<file path="config.mk">
export PLATFORM = sky130hd
export DESIGN_NAME = sdram_boot_seq
export DESIGN_NICKNAME = d
export VERILOG_FILES = /design/src/rtl/sdr_seq_pkg.sv /design/src/rtl/sdr_wait_timer.sv /design/src/rtl/sdr_refresh_timer.sv /design/src/rtl/sdr_cmd_drive.sv /design/src/rtl/sdram_boot_seq.sv
export SDC_FILE = /design/constraint.sdc
export NUM_CORES = 1
export LEC_CHECK = 0
export BUFFER_PORTS_ARGS = -buffer_cell sky130_fd_sc_hd__buf_4
export CAP_MARGIN = 15
export CORE_MARGIN = 10
export CORE_UTILIZATION = 55
export DETAILED_ROUTE_END_ITERATION = 7
export PLACE_DENSITY = 0.77
export SYNTH_ARGS = -nofsm -noshare
export SYNTH_HDL_FRONTEND = slang
export SYNTH_SLANG_ARGS = --single-unit
</file>
<file path="constraint.sdc">
create_clock -name clk -period 3.7 [get_ports clk]
set_input_delay 0.74 -clock clk [delete_from_list [all_inputs] [get_ports clk]]
set_output_delay 0.74 -clock clk [all_outputs]
set_load 0.05 [all_outputs]
</file>
<file path="src/rtl/sdr_seq_pkg.sv">
package sdr_seq_pkg;

    typedef enum logic [2:0] {
        CMD_LMR  = 3'b000,
        CMD_REF  = 3'b001,
        CMD_PALL = 3'b010,
        CMD_NOP  = 3'b111
    } sdr_cmd_e;

    typedef struct packed {
        logic     cs_n;
        sdr_cmd_e op;
    } sdr_bus_t;

    typedef enum logic [3:0] {
        ST_POWERUP,
        ST_PALL,
        ST_PALL_WAIT,
        ST_INIT_IDLE,
        ST_INIT_REF,
        ST_IREF_WAIT,
        ST_LMR,
        ST_LMR_WAIT,
        ST_RUN,
        ST_RUN_REF,
        ST_RREF_WAIT
    } seq_state_e;

    localparam int          AP_BIT   = 10;
    localparam logic [2:0]  BL8_CODE = 3'd3;
    localparam logic [2:0]  CAS3     = 3'd3;

    // Mode register layout: burst code [2:0], burst type [3], CAS latency [6:4]
    function automatic logic [11:0] sdr_mode_word(input logic [2:0] bl_code,
                                                  input logic [2:0] cas_lat);
        return {5'b0, cas_lat, 1'b0, bl_code};
    endfunction

    function automatic logic in_service(input seq_state_e s);
        return (s == ST_RUN) || (s == ST_RUN_REF) || (s == ST_RREF_WAIT);
    endfunction

endpackage

</file>
<file path="src/rtl/sdr_wait_timer.sv">
module sdr_wait_timer #(
    parameter int TIM_W = 4
) (
    input  logic             clk,
    input  logic             rst,
    input  logic             load,
    input  logic [TIM_W-1:0] load_val,
    output logic             last
);
    logic [TIM_W-1:0] cnt;

    always_ff @(posedge clk) begin
        if (rst)              cnt <= '0;
        else if (load)        cnt <= load_val;
        else if (cnt != '0)   cnt <= cnt - TIM_W'(1);
    end

    assign last = (cnt == TIM_W'(1));
endmodule

</file>
<file path="src/rtl/sdr_refresh_timer.sv">
module sdr_refresh_timer #(
    parameter int REFI_W    = 12,
    parameter int INIT_REFI = 2
) (
    input  logic              clk,
    input  logic              rst,
    input  logic              restart,
    input  logic              use_run,
    input  logic [REFI_W-1:0] refi_run,
    input  logic              taken,
    output logic              pending
);
    localparam int CW = REFI_W + 4;

    logic [CW-1:0] cnt;
    logic [CW-1:0] period;
    logic          wrap;

    always_comb begin
        if (use_run) period = {refi_run, 4'b0000};
        else         period = CW'(INIT_REFI) << 4;
        wrap = (cnt == period - CW'(1));
    end

    always_ff @(posedge clk) begin
        if (rst || restart) begin
            cnt     <= '0;
            pending <= 1'b0;
        end else begin
            cnt <= wrap ? '0 : cnt + CW'(1);
            if (wrap)       pending <= 1'b1;
            else if (taken) pending <= 1'b0;
        end
    end
endmodule

</file>
<file path="src/rtl/sdr_cmd_drive.sv">
module sdr_cmd_drive
    import sdr_seq_pkg::*;
#(
    parameter int          ADDR_W = 13,
    parameter logic [11:0] MODE   = 12'h033
) (
    input  seq_state_e        state,
    output sdr_bus_t          bus,
    output logic [ADDR_W-1:0] addr
);
    always_comb begin
        bus.cs_n = 1'b0;
        bus.op   = CMD_NOP;
        addr     = '0;
        unique case (state)
            ST_PALL: begin
                bus.op       = CMD_PALL;
                addr[AP_BIT] = 1'b1;
            end
            ST_INIT_REF, ST_RUN_REF: bus.op = CMD_REF;
            ST_LMR: begin
                bus.op = CMD_LMR;
                addr   = ADDR_W'(MODE);
            end
            default: bus.op = CMD_NOP;
        endcase
    end
endmodule

</file>
<file path="src/rtl/sdram_boot_seq.sv">
module sdram_boot_seq
    import sdr_seq_pkg::*;
#(
    parameter int         NOP_CYCLES = 25000,
    parameter int         TIM_W      = 4,
    parameter int         REFI_W     = 12,
    parameter int         ADDR_W     = 13,
    parameter int         INIT_REFI  = 2,
    parameter int         INIT_REFS  = 8,
    parameter logic [2:0] BURST_CODE = BL8_CODE,
    parameter logic [2:0] CAS_LAT    = CAS3
) (
    input  logic              clk,
    input  logic              rst,
    input  logic [TIM_W-1:0]  cfg_trp,
    input  logic [TIM_W-1:0]  cfg_trfc,
    input  logic [TIM_W-1:0]  cfg_tmrd,
    input  logic [REFI_W-1:0] cfg_refi,
    input  logic              bus_busy,
    output logic              sd_cs_n,
    output logic              sd_ras_n,
    output logic              sd_cas_n,
    output logic              sd_we_n,
    output logic [ADDR_W-1:0] sd_addr,
    output logic              ready
);
    localparam int          NOP_W = $clog2(NOP_CYCLES + 1);
    localparam int          RC_W  = $clog2(INIT_REFS + 1);
    localparam logic [11:0] MODE  = sdr_mode_word(BURST_CODE, CAS_LAT);

    seq_state_e        state, nxt;
    logic [NOP_W-1:0]  nop_cnt;
    logic [RC_W-1:0]   ref_cnt;
    logic              rate_run;
    logic              tmr_load, tmr_last;
    logic [TIM_W-1:0]  tmr_val;
    logic              ref_pend, ref_taken, ref_restart;
    sdr_bus_t          bus;

    // Wait length loaded on each command cycle
    always_comb begin
        tmr_load = 1'b1;
        tmr_val  = '0;
        unique case (state)
            ST_PALL:                 tmr_val = cfg_trp;
            ST_INIT_REF, ST_RUN_REF: tmr_val = cfg_trfc;
            ST_LMR:                  tmr_val = cfg_tmrd;
            default:                 tmr_load = 1'b0;
        endcase
    end

    sdr_wait_timer #(.TIM_W(TIM_W)) u_wait (
        .clk      (clk),
        .rst      (rst),
        .load     (tmr_load),
        .load_val (tmr_val),
        .last     (tmr_last)
    );

    assign ref_taken   = (state == ST_INIT_REF) || (state == ST_RUN_REF);
    assign ref_restart = (state == ST_PALL) || (state == ST_LMR);

    sdr_refresh_timer #(.REFI_W(REFI_W), .INIT_REFI(INIT_REFI)) u_refi (
        .clk      (clk),
        .rst      (rst),
        .restart  (ref_restart),
        .use_run  (rate_run),
        .refi_run (cfg_refi),
        .taken    (ref_taken),
        .pending  (ref_pend)
    );

    always_comb begin
        nxt = state;
        unique case (state)
            ST_POWERUP:   if (nop_cnt == '0) nxt = ST_PALL;
            ST_PALL:      nxt = (cfg_trp == '0) ? ST_INIT_IDLE : ST_PALL_WAIT;
            ST_PALL_WAIT: if (tmr_last) nxt = ST_INIT_IDLE;
            ST_INIT_IDLE: if (ref_pend) nxt = ST_INIT_REF;
            ST_INIT_REF: begin
                if (cfg_trfc != '0)
                    nxt = ST_IREF_WAIT;
                else if (ref_cnt == RC_W'(INIT_REFS - 1))
                    nxt = ST_LMR;
                else
                    nxt = ST_INIT_IDLE;
            end
            ST_IREF_WAIT: if (tmr_last)
                nxt = (ref_cnt == RC_W'(INIT_REFS)) ? ST_LMR : ST_INIT_IDLE;
            ST_LMR:       nxt = (cfg_tmrd == '0) ? ST_RUN : ST_LMR_WAIT;
            ST_LMR_WAIT:  if (tmr_last) nxt = ST_RUN;
            ST_RUN:       if (ref_pend && !bus_busy) nxt = ST_RUN_REF;
            ST_RUN_REF:   nxt = (cfg_trfc == '0) ? ST_RUN : ST_RREF_WAIT;
            ST_RREF_WAIT: if (tmr_last) nxt = ST_RUN;
            default:      nxt = ST_POWERUP;
        endcase
    end

    always_ff @(posedge clk) begin
        if (rst) begin
            state    <= ST_POWERUP;
            nop_cnt  <= NOP_W'(NOP_CYCLES - 1);
            ref_cnt  <= '0;
            rate_run <= 1'b0;
        end else begin
            state <= nxt;
            if (state == ST_POWERUP && nop_cnt != '0) nop_cnt <= nop_cnt - NOP_W'(1);
            if (state == ST_INIT_REF)                 ref_cnt <= ref_cnt + RC_W'(1);
            if (state == ST_LMR)                      rate_run <= 1'b1;
        end
    end

    sdr_cmd_drive #(.ADDR_W(ADDR_W), .MODE(MODE)) u_drive (
        .state (state),
        .bus   (bus),
        .addr  (sd_addr)
    );

    assign sd_cs_n                       = bus.cs_n;
    assign {sd_ras_n, sd_cas_n, sd_we_n} = bus.op;
    assign ready                         = in_service(state);
endmodule

</file>
==> run metrics <==
status finished clean; Async S/R FF share, synth 0; Slew @ Worst Pin 0.7269 ns; dpl cells 490; # setup viols final 0; Hold-fix buffers, CTS 0; Final Cycle Share 0.7941; Chip Width 95.36 um; Distinct cells, synth 60; routed len/inst 14.74 um; skew final 0.008784 ns; Final ANT Viol Nets 0; WHS Path Cells 1; fmax 0.3404 GHz; Hold Crit Class reg -> reg; clk root buf clkbuf_8; Critical R2R Capture u_refi.pending; Synth Register Bits 45; largest net degree at the start of global routing 27; CP Cell Sequence inv_1, nand3_1, a21oi_1, nor3_1, buf_4; DR vias/cell 5.873; Buf+Inv Stages, Crit Path 2; Fin. Hold Viols 0; Post-synth EDFFs 0; DRT Pass-1 Iters 5; VDD IR max 0.2422 mV; clock slew at reported path FFs 0.09 ns; final hold slack 0.4683 ns; RSZ-0062 raised after global routing no; register area share after synthesis 0.2885; WP data arrival 2.20 ns; leakage 1.281 nW; CORE AREA 0.005507 mm2; setup TNS 0 ns; Setup crit end kind primary output; Initial Utilization 0.5671; TritonCTS clock tree yes; RePlAce Congestion 0.8711; critical path's top delay family simple AND/OR/NAND/NOR gates; share of cells above drive strength 1 0.1432; critical path class reg -> out; Avg Inst Size Synth 7.847 um2; total power 1.049 mW; H-tree level count 2; setup bufs post-CTS 0; diode count 0; Worst R2R Path Depth 7; crit path time final 2.938 ns; vias in the first global route 2,586; initial antenna violation count 0; Die Area 0.009093 mm2; non-filler cells in the finished layout 498; Residual DRC 0; Die Y 95.36 um; Num Clock Sinks 45; first-pass GRT wire length 11.79 mm; # fillers 503; DR vias 2,925; R2R Path Start rate_run; Mapped Area 0.003123 mm2; Hold Startpoint u_refi.cnt[0]; IO Count 45; Area growth, synth to finish 11.62%; Tot GR Track Use 0.1570; Nets 460; PwrDens 301.1 mW/mm2; CTS Buffer Depth 2; port bufs 35; post-CTS resize count 0; delay of the slowest cell on the worst path 0.54 ns; fin. max-slew vios 0; Worst Hold End u_refi.cnt[0]; CP Data Required Time 2.96 ns; Max-Cap Viols 0; commonest non-fill, non-tap cell in the layout dfxtp_1; Critical Path Slowest Stage Cell dfxtp_1; Synth Instances 398; r2r setup slk 0.80 ns; Max FO, Critical Path 11; HPWL Detailed 5.559 mm; Max-slew headroom 0.5109; floorplan row count 27; gr ovfl total 0; Synth Flop Type dfxtp_1; most frequent cells in the layout dfxtp_1, buf_4, nand2_1, nor2_1, nor3_1; crit start category flip-flop; Clock Latency Late Sink 0.31 ns; Iter 0 DRT Violations 186; CTS Buf Count 5; Yosys warnings 0; WL final 7.343 mm
sequential cells by signal (all words and copies together), names as in the netlist:
name / flops
nop_cnt: 15
u_wait.cnt: 4
u_refi.cnt: 16
state: 4
ref_cnt: 4
rate_run: 1
u_refi.pending: 1
where the power goes:
| part | internal, mW | total [mW] | leakage, nW | switching (mW) |
|---|---|---|---|---|
| clock network | 0.155 | 0.338 | 0.0518 | 0.183 |
| logic | 0.0759 | 0.187 | 0.864 | 0.111 |
| registers | 0.506 | 0.524 | 0.365 | 0.0181 |
worst max-delay path by stage:
stage                startpoint              to  slack, ns  cells past startpoint
floorplan              state[0]        sd_ras_n        0.1                      4
global placement    cfg_refi[0]  u_refi.pending       0.68                      7
detailed placement  cfg_refi[1]  u_refi.pending       0.62                      9
CTS                    rate_run  u_refi.pending       0.81                      7
global route           state[2]        sd_ras_n       0.55                      5
finish                 state[2]        sd_ras_n       0.76                      5
layout make-up:
type / count / area [um2] / area share
multi-input combinational: 317 / 2027 / 0.5815
clock inverter: 2 / 17.52 / 0.005025
sequential: 45 / 900.9 / 0.2584
tap: 72 / 90.09 / 0.02584
timing repair buffer: 42 / 315.3 / 0.09045
inverter: 14 / 52.55 / 0.01508
clock buffer: 6 / 82.58 / 0.02369
worst reg2reg max path, delay by kind of cell, from the launching register on:
family / cells / cell delay, ns
AO/OA/AOI/OAI: 2 / 0.29
buffers and inverters: 1 / 0.24
flip-flops: 1 / 0.54
AND/OR/NAND/NOR: 4 / 1.76
stage by stage:
step	cell area [um2]	worst slack, ns	utilization
floorplan	3153	0.09939	-
global placement	3386	0.6780	0.6149
detailed placement	3386	0.6194	0.6149
CTS	3486	0.8087	0.6330
global route	3486	0.5513	0.6330
finish	3486	0.7620	0.6330
synth_stat cells, types with 12 or more instances:
cell type	instances	area, um2
a21oi_1	12	60.06
nand3_1	13	65.06
xor2_1	18	157.7
inv_1	14	52.55
xnor2_1	20	175.2
buf_4	14	105.1
clkbuf_1	14	52.55
nor2_1	36	135.1
dfxtp_1	45	900.9
nor3_1	26	130.1
nand2_1	37	138.9
routing by layer:
layer,vias to the layer above,track usage,part of all wire
li1,1489,-,-
met1,1344,0.2099,0.47
met2,84,0.2420,0.45
met3,8,0.04163,0.070
met4,0,0.04489,0.012
met5,-,0,0
logic make-up (layout without fill, tap and decap cells):
kind of cell / count (synthesis) / after routing / share of synthesized area
AO/OA/AOI/OAI: 75 / 75 / 0.1727
XOR/XNOR: 38 / 38 / 0.1066
adder cells (fa/ha/maj): 8 / 8 / 0.03205
buffers and inverters: 44 / 64 / 0.07211
flip-flops: 45 / 45 / 0.2885
multiplexers: 1 / 1 / 0.003205
other: 1 / 9 / 0.001201
AND/OR/NAND/NOR: 186 / 186 / 0.3237
No activity file was read; power rests on OpenSTA's default activity.
